**src/rtl/arrt_node.sv**
```systemverilog
module arrt_node #(
  parameter int SUM_W = 16,
  parameter int CNT_W = 4,
  parameter int IDX_W = 3
) (
  input  logic                 clk,
  input  logic                 rst_n,
  input  logic                 mode_in,
  input  logic                 in_valid,
  input  logic [4*SUM_W-1:0]   c_sum,
  input  logic [4*CNT_W-1:0]   c_cnt,
  input  logic [4*IDX_W-1:0]   c_idx,
  input  logic [3:0]           c_hit,
  input  logic [3:0]           c_ovf,
  output logic                 out_valid,
  output logic [SUM_W-1:0]     out_sum,
  output logic [CNT_W+1:0]     out_cnt,
  output logic [IDX_W+1:0]     out_idx,
  output logic                 out_hit,
  output logic                 out_ovf
);
  localparam int EXT_W  = SUM_W + 2;
  localparam int OCNT_W = CNT_W + 2;
  localparam int OIDX_W = IDX_W + 2;

  logic [SUM_W-1:0]  part;
  logic [EXT_W-1:0]  sum_ext;
  logic [2:0]        top_bits;
  logic              local_ovf;
  logic [OCNT_W-1:0] cnt_n;
  logic [OIDX_W-1:0] idx_n;
  logic              hit_n;
  logic              ovf_n;

  // Three reductions computed side by side
  always_comb begin
    part    = '0;
    sum_ext = '0;
    cnt_n   = '0;
    idx_n   = '0;
    for (int k = 0; k < 4; k++) begin
      part    = c_sum[k*SUM_W +: SUM_W];
      sum_ext = sum_ext + (mode_in ? {{2{part[SUM_W-1]}}, part} : {2'b00, part});
      cnt_n   = cnt_n + OCNT_W'(c_cnt[k*CNT_W +: CNT_W]);
    end
    // Lowest-numbered hitting child wins: scan downward, last write stands
    for (int k = 3; k >= 0; k--) begin
      if (c_hit[k]) idx_n = {2'(k), c_idx[k*IDX_W +: IDX_W]};
    end
    hit_n     = |c_hit;
    top_bits  = sum_ext[EXT_W-1:SUM_W-1];
    local_ovf = mode_in ? ((|top_bits) && !(&top_bits))
                        : (|sum_ext[EXT_W-1:SUM_W]);
    ovf_n     = local_ovf | (|c_ovf);
  end

  always_ff @(posedge clk or negedge rst_n) begin
    if (!rst_n) out_valid <= 1'b0;
    else        out_valid <= in_valid;
  end

  always_ff @(posedge clk or negedge rst_n) begin
    if (!rst_n) begin
      out_sum <= '0;
      out_cnt <= '0;
      out_idx <= '0;
      out_hit <= 1'b0;
      out_ovf <= 1'b0;
    end else if (in_valid) begin
      out_sum <= sum_ext[SUM_W-1:0];
      out_cnt <= cnt_n;
      out_idx <= idx_n;
      out_hit <= hit_n;
      out_ovf <= ovf_n;
    end
  end

  assert_valid_follow_R7: assert property (@(posedge clk) disable iff (!rst_n)
    in_valid |=> out_valid);
  assert_idx_zero_R4: assert property (@(posedge clk) disable iff (!rst_n)
    (out_valid && !out_hit) |-> (out_idx == '0));
  assert_ovf_carry_R6: assert property (@(posedge clk) disable iff (!rst_n)
    (in_valid && (|c_ovf)) |=> out_ovf);
  assert_hit_carry_R3: assert property (@(posedge clk) disable iff (!rst_n)
    (in_valid && (|c_hit)) |=> out_hit);
endmodule

```
**src/rtl/arrt_ovf_flag.sv**
```systemverilog
module arrt_ovf_flag (
  input  logic clk,
  input  logic rst_n,
  input  logic set,
  input  logic clr,
  output logic flag
);
  logic flag_n;

  always_comb begin
    flag_n = set | (flag & ~clr);
  end

  always_ff @(posedge clk or negedge rst_n) begin
    if (!rst_n) flag <= 1'b0;
    else        flag <= flag_n;
  end

  assert_sticky_hold_R8: assert property (@(posedge clk) disable iff (!rst_n)
    (flag && !clr) |=> flag);
  assert_sticky_set_R8: assert property (@(posedge clk) disable iff (!rst_n)
    set |=> flag);
  assert_sticky_clear_R8: assert property (@(posedge clk) disable iff (!rst_n)
    (clr && !set) |=> !flag);
endmodule

```
**src/rtl/assoc_reduce_tree.sv**
```systemverilog
module assoc_reduce_tree #(
  parameter int LEVELS = 2,
  parameter int SUM_W  = 16,
  parameter int CNT_W  = 4,
  parameter int IDX_W  = 3,
  localparam int LEAVES = 4**LEVELS,
  localparam int RCNT_W = CNT_W + 2*LEVELS,
  localparam int RIDX_W = IDX_W + 2*LEVELS
) (
  input  logic                    clk,
  input  logic                    rst_n,
  input  logic                    signed_mode,
  input  logic                    in_valid,
  input  logic [LEAVES*SUM_W-1:0] leaf_sum,
  input  logic [LEAVES*CNT_W-1:0] leaf_cnt,
  input  logic [LEAVES*IDX_W-1:0] leaf_idx,
  input  logic [LEAVES-1:0]       leaf_hit,
  input  logic                    ovf_clear,
  output logic                    out_valid,
  output logic [SUM_W-1:0]        out_sum,
  output logic [RCNT_W-1:0]       out_cnt,
  output logic [RIDX_W-1:0]       out_idx,
  output logic                    out_hit,
  output logic                    out_ovf,
  output logic                    ovf_sticky
);
  logic [1:0] rst_sync;
  logic       rst_int;

  // Asynchronous assertion, synchronous release
  always_ff @(posedge clk or negedge rst_n) begin
    if (!rst_n) rst_sync <= 2'b00;
    else        rst_sync <= {rst_sync[0], 1'b1};
  end
  assign rst_int = rst_sync[1];

  for (genvar l = 0; l < LEVELS; l++) begin : g_lvl
    localparam int NIN  = 4**(LEVELS-l);
    localparam int NOUT = NIN/4;
    localparam int CW   = CNT_W + 2*l;
    localparam int IW   = IDX_W + 2*l;

    logic [NIN*SUM_W-1:0]     s_in;
    logic [NIN*CW-1:0]        c_in;
    logic [NIN*IW-1:0]        i_in;
    logic [NIN-1:0]           h_in;
    logic [NIN-1:0]           o_in;
    logic                     v_in;
    logic                     m_in;
    logic [NOUT*SUM_W-1:0]    s_out;
    logic [NOUT*(CW+2)-1:0]   c_out;
    logic [NOUT*(IW+2)-1:0]   i_out;
    logic [NOUT-1:0]          h_out;
    logic [NOUT-1:0]          o_out;
    logic [NOUT-1:0]          v_out;
    logic                     v_lvl;

    assign v_lvl = |v_out;

    if (l == 0) begin : g_src
      assign s_in = leaf_sum;
      assign c_in = leaf_cnt;
      assign i_in = leaf_idx;
      assign h_in = leaf_hit;
      assign o_in = '0;
      assign v_in = in_valid;
      assign m_in = signed_mode;
    end else begin : g_chain
      logic m_q;
      // mode travels one stage per level alongside the data
      always_ff @(posedge clk or negedge rst_int) begin
        if (!rst_int) m_q <= 1'b0;
        else          m_q <= g_lvl[l-1].m_in;
      end
      assign s_in = g_lvl[l-1].s_out;
      assign c_in = g_lvl[l-1].c_out;
      assign i_in = g_lvl[l-1].i_out;
      assign h_in = g_lvl[l-1].h_out;
      assign o_in = g_lvl[l-1].o_out;
      assign v_in = g_lvl[l-1].v_lvl;
      assign m_in = m_q;
    end

    for (genvar n = 0; n < NOUT; n++) begin : g_node
      arrt_node #(.SUM_W(SUM_W), .CNT_W(CW), .IDX_W(IW)) u_node (
        .clk       (clk),
        .rst_n     (rst_int),
        .mode_in   (m_in),
        .in_valid  (v_in),
        .c_sum     (s_in[n*4*SUM_W +: 4*SUM_W]),
        .c_cnt     (c_in[n*4*CW +: 4*CW]),
        .c_idx     (i_in[n*4*IW +: 4*IW]),
        .c_hit     (h_in[n*4 +: 4]),
        .c_ovf     (o_in[n*4 +: 4]),
        .out_valid (v_out[n]),
        .out_sum   (s_out[n*SUM_W +: SUM_W]),
        .out_cnt   (c_out[n*(CW+2) +: CW+2]),
        .out_idx   (i_out[n*(IW+2) +: IW+2]),
        .out_hit   (h_out[n]),
        .out_ovf   (o_out[n])
      );
    end
  end

  assign out_valid = g_lvl[LEVELS-1].v_lvl;
  assign out_sum   = g_lvl[LEVELS-1].s_out;
  assign out_cnt   = g_lvl[LEVELS-1].c_out;
  assign out_idx   = g_lvl[LEVELS-1].i_out;
  assign out_hit   = g_lvl[LEVELS-1].h_out[0];
  assign out_ovf   = g_lvl[LEVELS-1].o_out[0];

  arrt_ovf_flag u_flag (
    .clk   (clk),
    .rst_n (rst_int),
    .set   (out_valid & out_ovf),
    .clr   (ovf_clear),
    .flag  (ovf_sticky)
  );
endmodule

```
**config.mk**
```make
export PLATFORM = sky130hd
export DESIGN_NAME = assoc_reduce_tree
export DESIGN_NICKNAME = d
export VERILOG_FILES = /design/src/rtl/arrt_node.sv /design/src/rtl/arrt_ovf_flag.sv /design/src/rtl/assoc_reduce_tree.sv
export SDC_FILE = /design/constraint.sdc
export NUM_CORES = 1
export LEC_CHECK = 0
export ABC_CLOCK_PERIOD_IN_PS = 6130
export BUFFER_PORTS_ARGS = -buffer_cell sky130_fd_sc_hd__buf_2
export CAP_MARGIN = 20
export CORE_ASPECT_RATIO = 0.5
export CORE_UTILIZATION = 50
export CTS_CLUSTER_DIAMETER = 60
export DETAILED_ROUTE_END_ITERATION = 10
export GPL_ROUTABILITY_DRIVEN = 0
export PLACE_DENSITY = 0.83
export SLEW_MARGIN = 20
export SYNTH_ARGS = -nofsm -noshare
export SYNTH_HDL_FRONTEND = slang
export SYNTH_SLANG_ARGS = --single-unit
```
**constraint.sdc**
```tcl
create_clock -name clk -period 6.13 [get_ports clk]
set_input_delay 1.5325 -clock clk [delete_from_list [all_inputs] [get_ports clk]]
set_output_delay 1.5325 -clock clk [all_outputs]
set_load 0.01 [all_outputs]
```
======== Yosys cells after proc, flatten, opt, wreduce, memory -nomap -nowiden ========
Index checks and enable logic that the tools add are counted.
cells by class
  multiplexer cells ....................... 45
  bitwise operators ....................... 5
  reductions and logical operators ........ 31
  $add $sub $neg .......................... 30
operators with widths
  operator           count
  $mux 18            20
  $add 18x18->18     15
  $mux 5             16
  $add 6x4->6        8
  $mux 7             4
  $reduce_or 4->1    6
  $add 4x4->5        4
  $add 8x6->8        2
  $reduce_and 3->1   5
  $reduce_or 3->1    5
  $reduce_or 2->1    5
  $add 6x6->7        1
  $logic_and 1x1->1  5
  $logic_not 1->1    5
  $mux 1             5
  $and 1x1->1        2
  $or 1x1->1         2
  $not 1->1          1
storage, ports and cells
  output and inout port bits .............. 35
  input bits .............................. 389
  flip-flop bits (word level) ............. 155

======== Logic depth before layout (Yosys ltp) ========
  depth in word-level cells ............... 9
  mapped depth ............................ 15
  gate-level depth less buffers ........... 15

======== Hierarchy ========
Synthesis repeated with hierarchy kept, for this count alone.
second synthesis, totals
  cell total of the unflattened synthesis .. 1,848
  area, all modules ....................... 17,212.8 um^2
modules (own cells, without submodules)
  module                                      area each (um^2)  cells each  instances
  arrt_node at g_lvl[0].g_node[0].u_node ...  3,364.5           367         2
  arrt_node at g_lvl[1].g_node[0].u_node      3,668.5           388         1
  arrt_node at g_lvl[0].g_node[2].u_node      3,368.2           367         1
  arrt_node at g_lvl[0].g_node[3].u_node      3,314.4           349         1
  assoc_reduce_tree                           96.3              7           1
  arrt_ovf_flag                               36.3              3           1

======== Worst setup path after synthesis ========
No wires, ideal clock.
  path type ............................... input to register
  start point ............................. input leaf_sum[129]
  end point ............................... register g_lvl[0].g_node[2].u_node.out_ovf
  arrival time ............................ 4.759 ns
  library setup time ...................... 0.120 ns
  required time ........................... 6.010 ns
  path slack .............................. 1.250 ns
  stages on the path ...................... 15
  path buffers ............................ 0
  path through ............................ inv_1 > fa_1 > inv_1 > fa_1 > ha_1 > inv_1 > fa_1 > nor2b_4 > o31ai_4 > a31oi_4 > a311o_1 > a32oi_2 > nand2_1 > or4_1 > o211a_1
between the ends
  cells in the longest elaborated chain, start to end .. 8
  elaborated cells on any way between the ends .. 10
  classes of those cells .................. add/sub (3); mux (2); reduce/logical (5)
ends and longest elaborated chain
  item                              RTL line                 RTL
  start: declaration                assoc_reduce_tree.sv:14  input logic [LEAVES*SUM_W-1:0] leaf_sum,
  $mux 18 (*)                       arrt_node.sv:43          sum_ext = sum_ext + (mode_in ? {{2{part[SUM_W-1]}}, part} : {2'b00, part});
  $add 18x18->18 (*) (3 in series)  arrt_node.sv:43
  $reduce_and 3->1                  arrt_node.sv:52          local_ovf = mode_in ? ((|top_bits) && !(&top_bits))
  $logic_not 1->1                   arrt_node.sv:52
  $logic_and 1x1->1                 arrt_node.sv:52
  $mux 1 (*)                        arrt_node.sv:52
  end signal: assignment            arrt_node.sv:74          out_ovf <= ovf_n;
  end: declaration                  arrt_node.sv:20          output logic out_ovf
Every way passes the cells marked *; elsewhere a longest branch is shown, timed or not.
A chain may end at the register's enable or synchronous reset.

======== Worst setup path in the final report ========
  start point ............................. input leaf_sum[17]
  end point ............................... register g_lvl[0].g_node[0].u_node.out_ovf
between the ends
  cells in the longest elaborated chain, start to end .. 8
  elaborated cells on any way between the ends .. 10
  classes of those cells .................. add/sub (3); mux (2); reduce/logical (5)
ends and longest elaborated chain
  item                              RTL line
  $mux 18 (*)                       arrt_node.sv:43
  $add 18x18->18 (*) (3 in series)  arrt_node.sv:43
  $reduce_and 3->1                  arrt_node.sv:52
  $logic_not 1->1                   arrt_node.sv:52
  $logic_and 1x1->1                 arrt_node.sv:52
  $mux 1 (*)                        arrt_node.sv:52
  end signal: assignment            arrt_node.sv:74
  end: declaration                  arrt_node.sv:20
Marks and branches as above.

==> flow_summary.toml <==
[detailed_routing]
detail-route-antenna-nets = 0
first_pass_iters = 5
drt_iter0_markers = 857
routed_wl_um = 41400
via_per_inst = 5.09
wl_per_cell_um = 14.7
vias = 14291
drc = 0

[yosys]
yosysSeqAreaShare_pct = 22.6
synth_top_area_share_pct = 23.5
ys_seq_elements = 155
netlist-cell-type-count = 67
syn_nets = 2679
synth_area_leaders = "fa_1 (24%), dfrtp_1 (23%), inv_1 (12%)"
synth-edff-count = 0
synth_ff_type = "dfrtp_1"
yosysWarnings = 0
async_reset_ff_share_pct = 100
mappedNetlistArea_um2 = 17200
synth_area_leader_cell = "fa_1"
avgSynthCellArea_um2 = 8.77
syn_inst = 1959

[sta]
finalCritPeriodShare_pct = 79.2
rsz0062_at_grt = "no"
fin_setup_tns_ps = 0
setup_viol = 0
fin_crit_ps = 4850
fmax_mhz = 206
tightest_slew_ps = 913
hold_viol_final = 0
slew_viol_final = 0
fin_skew_ps = 13.3
maxSlewHeadroom_pct = 37.6

[setup_path]
reg2reg_depth = 15
start_kind = "input port"
slowest_delay_ps = 600
path_buf_inv = 4
critPathTopFamily = "adder cells"
reg2reg_slack_ps = 2240
critPathKind = "in2reg"
reg2reg_from = "g_lvl[0].g_node[0].u_node.out_sum[1]$_DFFE_PN0P_"
required_ps = 6420
critPathSlowestCell = "a211oi_1"
endpoint_kind = "register"
path_cells = "buf_2 -> inv_1 -> fa_1 -> fa_1 -> inv_1 -> ha_1 -> inv_1 -> fa_1 -> nor2b_1 -> o31ai_1 -> a211oi_1 -> o22ai_1 -> xnor2_1 -> a211o_1 -> nand3_1 -> o21ai_0"
crit_fanout = 4
r2r-end = "g_lvl[1].g_node[0].u_node.out_ovf$_DFFE_PN0P_"
worstPathArrival_ps = 5140

[floorplanning]
die_h_um = 133
initial_utilization_pct = 51.4
fp.coreArea_um2 = 33500
dieArea_um2 = 35200
row_count = 47
pin_count = 424
die_x_um = 264

[global_route]
overflow = 0
grt_pass1_vias = 15047
grt_pass1_wl_um = 69500
grt_max_degree = 109
antenna_found_initial = 2
grt_use_total_pct = 24.6

[pwr]
pwr-share-clk_pct = 10.3
leakage_nw = 11.2
p_sw_mw = 5.19
switching_share_pct = 47.4
pwr_density_cell_nw_per_um2 = 538
p_seq_share_pct = 14.8
ir_worst_vdd_uv = 715
p_int_mw = 5.75
pwr-share-comb_pct = 75.0

[cts]
h-tree-depth = 4
hold_buffers = 0
path_clk_slew_ps = 70
clkSinkCount = 155
post_cts_buffers = 0
clockBufferDepth = 2
cts_buffers = 17
insertion_delay_ps = 450
cts_resized = 0
cts_tree = "done"
clock-root-buffer = "clkbuf_16"

[job]
maxCapViolations = 0

[run_status]
outcome = "complete, no violations"

[final_layout]
area.growth.synth_to_final_pct = 18.2
final_cells = 2808
fill_cells = 2746
seqCellArea_um2 = 3880
layout.nets = 3073
drive_above_1_share_pct = 21.3
multi_input_area_um2 = 11100

[place]
hpwl_um = 34200
place.port_buffers = 423
post-place-cells = 2775

[min_path]
hold_class = "reg2async"
-- sequential cells by signal, indices dropped and copies added, names as in the netlist --
signal and flops:
g_lvl.g_node.u_node.out_hit 5, g_lvl.g_node.u_node.out_ovf 5, u_flag.flag 1, g_lvl.g_node.u_node.out_cnt 32, g_lvl.g_node.u_node.out_idx 27, g_lvl.g_node.u_node.out_valid 2, rst_sync 2, g_lvl.g_node.u_node.out_sum 80
g_lvl.g_chain.m_q 1
-- metrics by stage --
stage	util, %	area (um2)	hold slack, ps	worst slack (ps)	power (mW)
after floorplan	-	17200	331	1250	7.88
after global placement	58.9	19700	154	953	9.38
after detailed placement	58.9	19700	161	878	9.70
after CTS	60.7	20300	167	1330	10.9
after global routing	60.7	20300	183	1040	12.1
final	60.7	20300	160	1280	10.9
-- area by class of cell --
type | count | share of cell area (%)
multi-input cells | 1217 | 54.6
flip-flops and latches | 155 | 19.1
repair buffers | 428 | 10.7
inverters | 534 | 9.87
well taps | 441 | 2.72
clock buffers | 17 | 2.09
clock inverters | 15 | 0.924
diodes | 1 | 0.0123
-- power groups by stage --
| stage | Clock [mW] | Combinational [mW] | Sequential [mW] |
|---|---|---|---|
| after floorplan | 0 | 6.23 | 1.64 |
| after global placement | 0 | 7.76 | 1.61 |
| after detailed placement | 0 | 8.07 | 1.63 |
| after CTS | 1.14 | 8.16 | 1.61 |
| after global routing | 1.18 | 9.30 | 1.66 |
| final | 1.12 | 8.20 | 1.61 |
-- worst register-to-register path: cells and delay by family, from the launching register on --
kind	cells	cell delay, ps
adders and majority gates	4	1640
AOI/OAI and AO/OA	4	900
and+or+nand+nor	2	380
DFF	1	330
muxes	1	210
xor gates and xnor gates	1	200
buffers and inverters	3	190
-- cells by family after synthesis --
logic type,after synthesis,synth area share (%)
AOI/OAI and AO/OA,399,14.4
xor gates and xnor gates,101,5.15
adders and majority gates,331,32.9
buffers and inverters,587,12.8
DFF,155,22.6
muxes,49,3.08
other,1,0.0218
and+or+nand+nor,336,9.04
-- cell usage in the layout (no fill, tap or decap), drive strengths merged, types with 15 or more instances in the layout --
| master | instances |
|---|---|
| mux2 | 31 |
| clkbuf | 17 |
| fa | 202 |
| nand2 | 105 |
| nand3 | 26 |
| a21o | 48 |
| nor2 | 113 |
| dfrtp | 155 |
| ha | 129 |
| a21oi | 136 |
| nor2b | 17 |
| o21ai | 99 |
| a31oi | 21 |
| nand4 | 15 |
| xor2 | 34 |
| xnor2 | 67 |
| mux2i | 18 |
| buf | 428 |
| inv | 538 |
| a22oi | 17 |
-- layer usage --
layer	routed length (um)	share of wire, %	track usage, %	vias up
met4	1260	3.0	9.01	2
met1	16600	40	29.4	6899
met2	21600	52	44.7	369
li1	-	-	-	6923
met5	14	0.034	0	-
met3	1980	4.8	4.26	98
-- cells in the mapped netlist (15+ instances only) --
cell,instances
xor2_1,34
clkbuf_1,42
nor2_1,113
mux2_2,31
nand4_1,15
fa_1,202
nand2_1,105
a21o_1,48
a21oi_1,135
ha_1,129
nor2b_1,16
dfrtp_1,155
inv_1,533
mux2i_1,18
nand3_1,26
xnor2_1,67
o21ai_0,98
a22oi_1,17
a31oi_1,20
-- worst max path at each step --
stage	cells after the start	slack, ps	to	from
2_1_floorplan	15	1250	g_lvl[0].g_node[2].u_node.out_ovf$_DFFE_PN0P_	leaf_sum[129]
5_1_grt	16	1040	g_lvl[0].g_node[3].u_node.out_ovf$_DFFE_PN0P_	leaf_sum[193]
3_3_place_gp	16	950	g_lvl[0].g_node[0].u_node.out_ovf$_DFFE_PN0P_	leaf_sum[17]
3_5_place_dp	16	880	g_lvl[0].g_node[0].u_node.out_ovf$_DFFE_PN0P_	leaf_sum[1]
4_1_cts	16	1330	g_lvl[0].g_node[0].u_node.out_ovf$_DFFE_PN0P_	leaf_sum[1]
6_report	16	1280	g_lvl[0].g_node[0].u_node.out_ovf$_DFFE_PN0P_	leaf_sum[17]
Power figures use the tool's default switching activity.
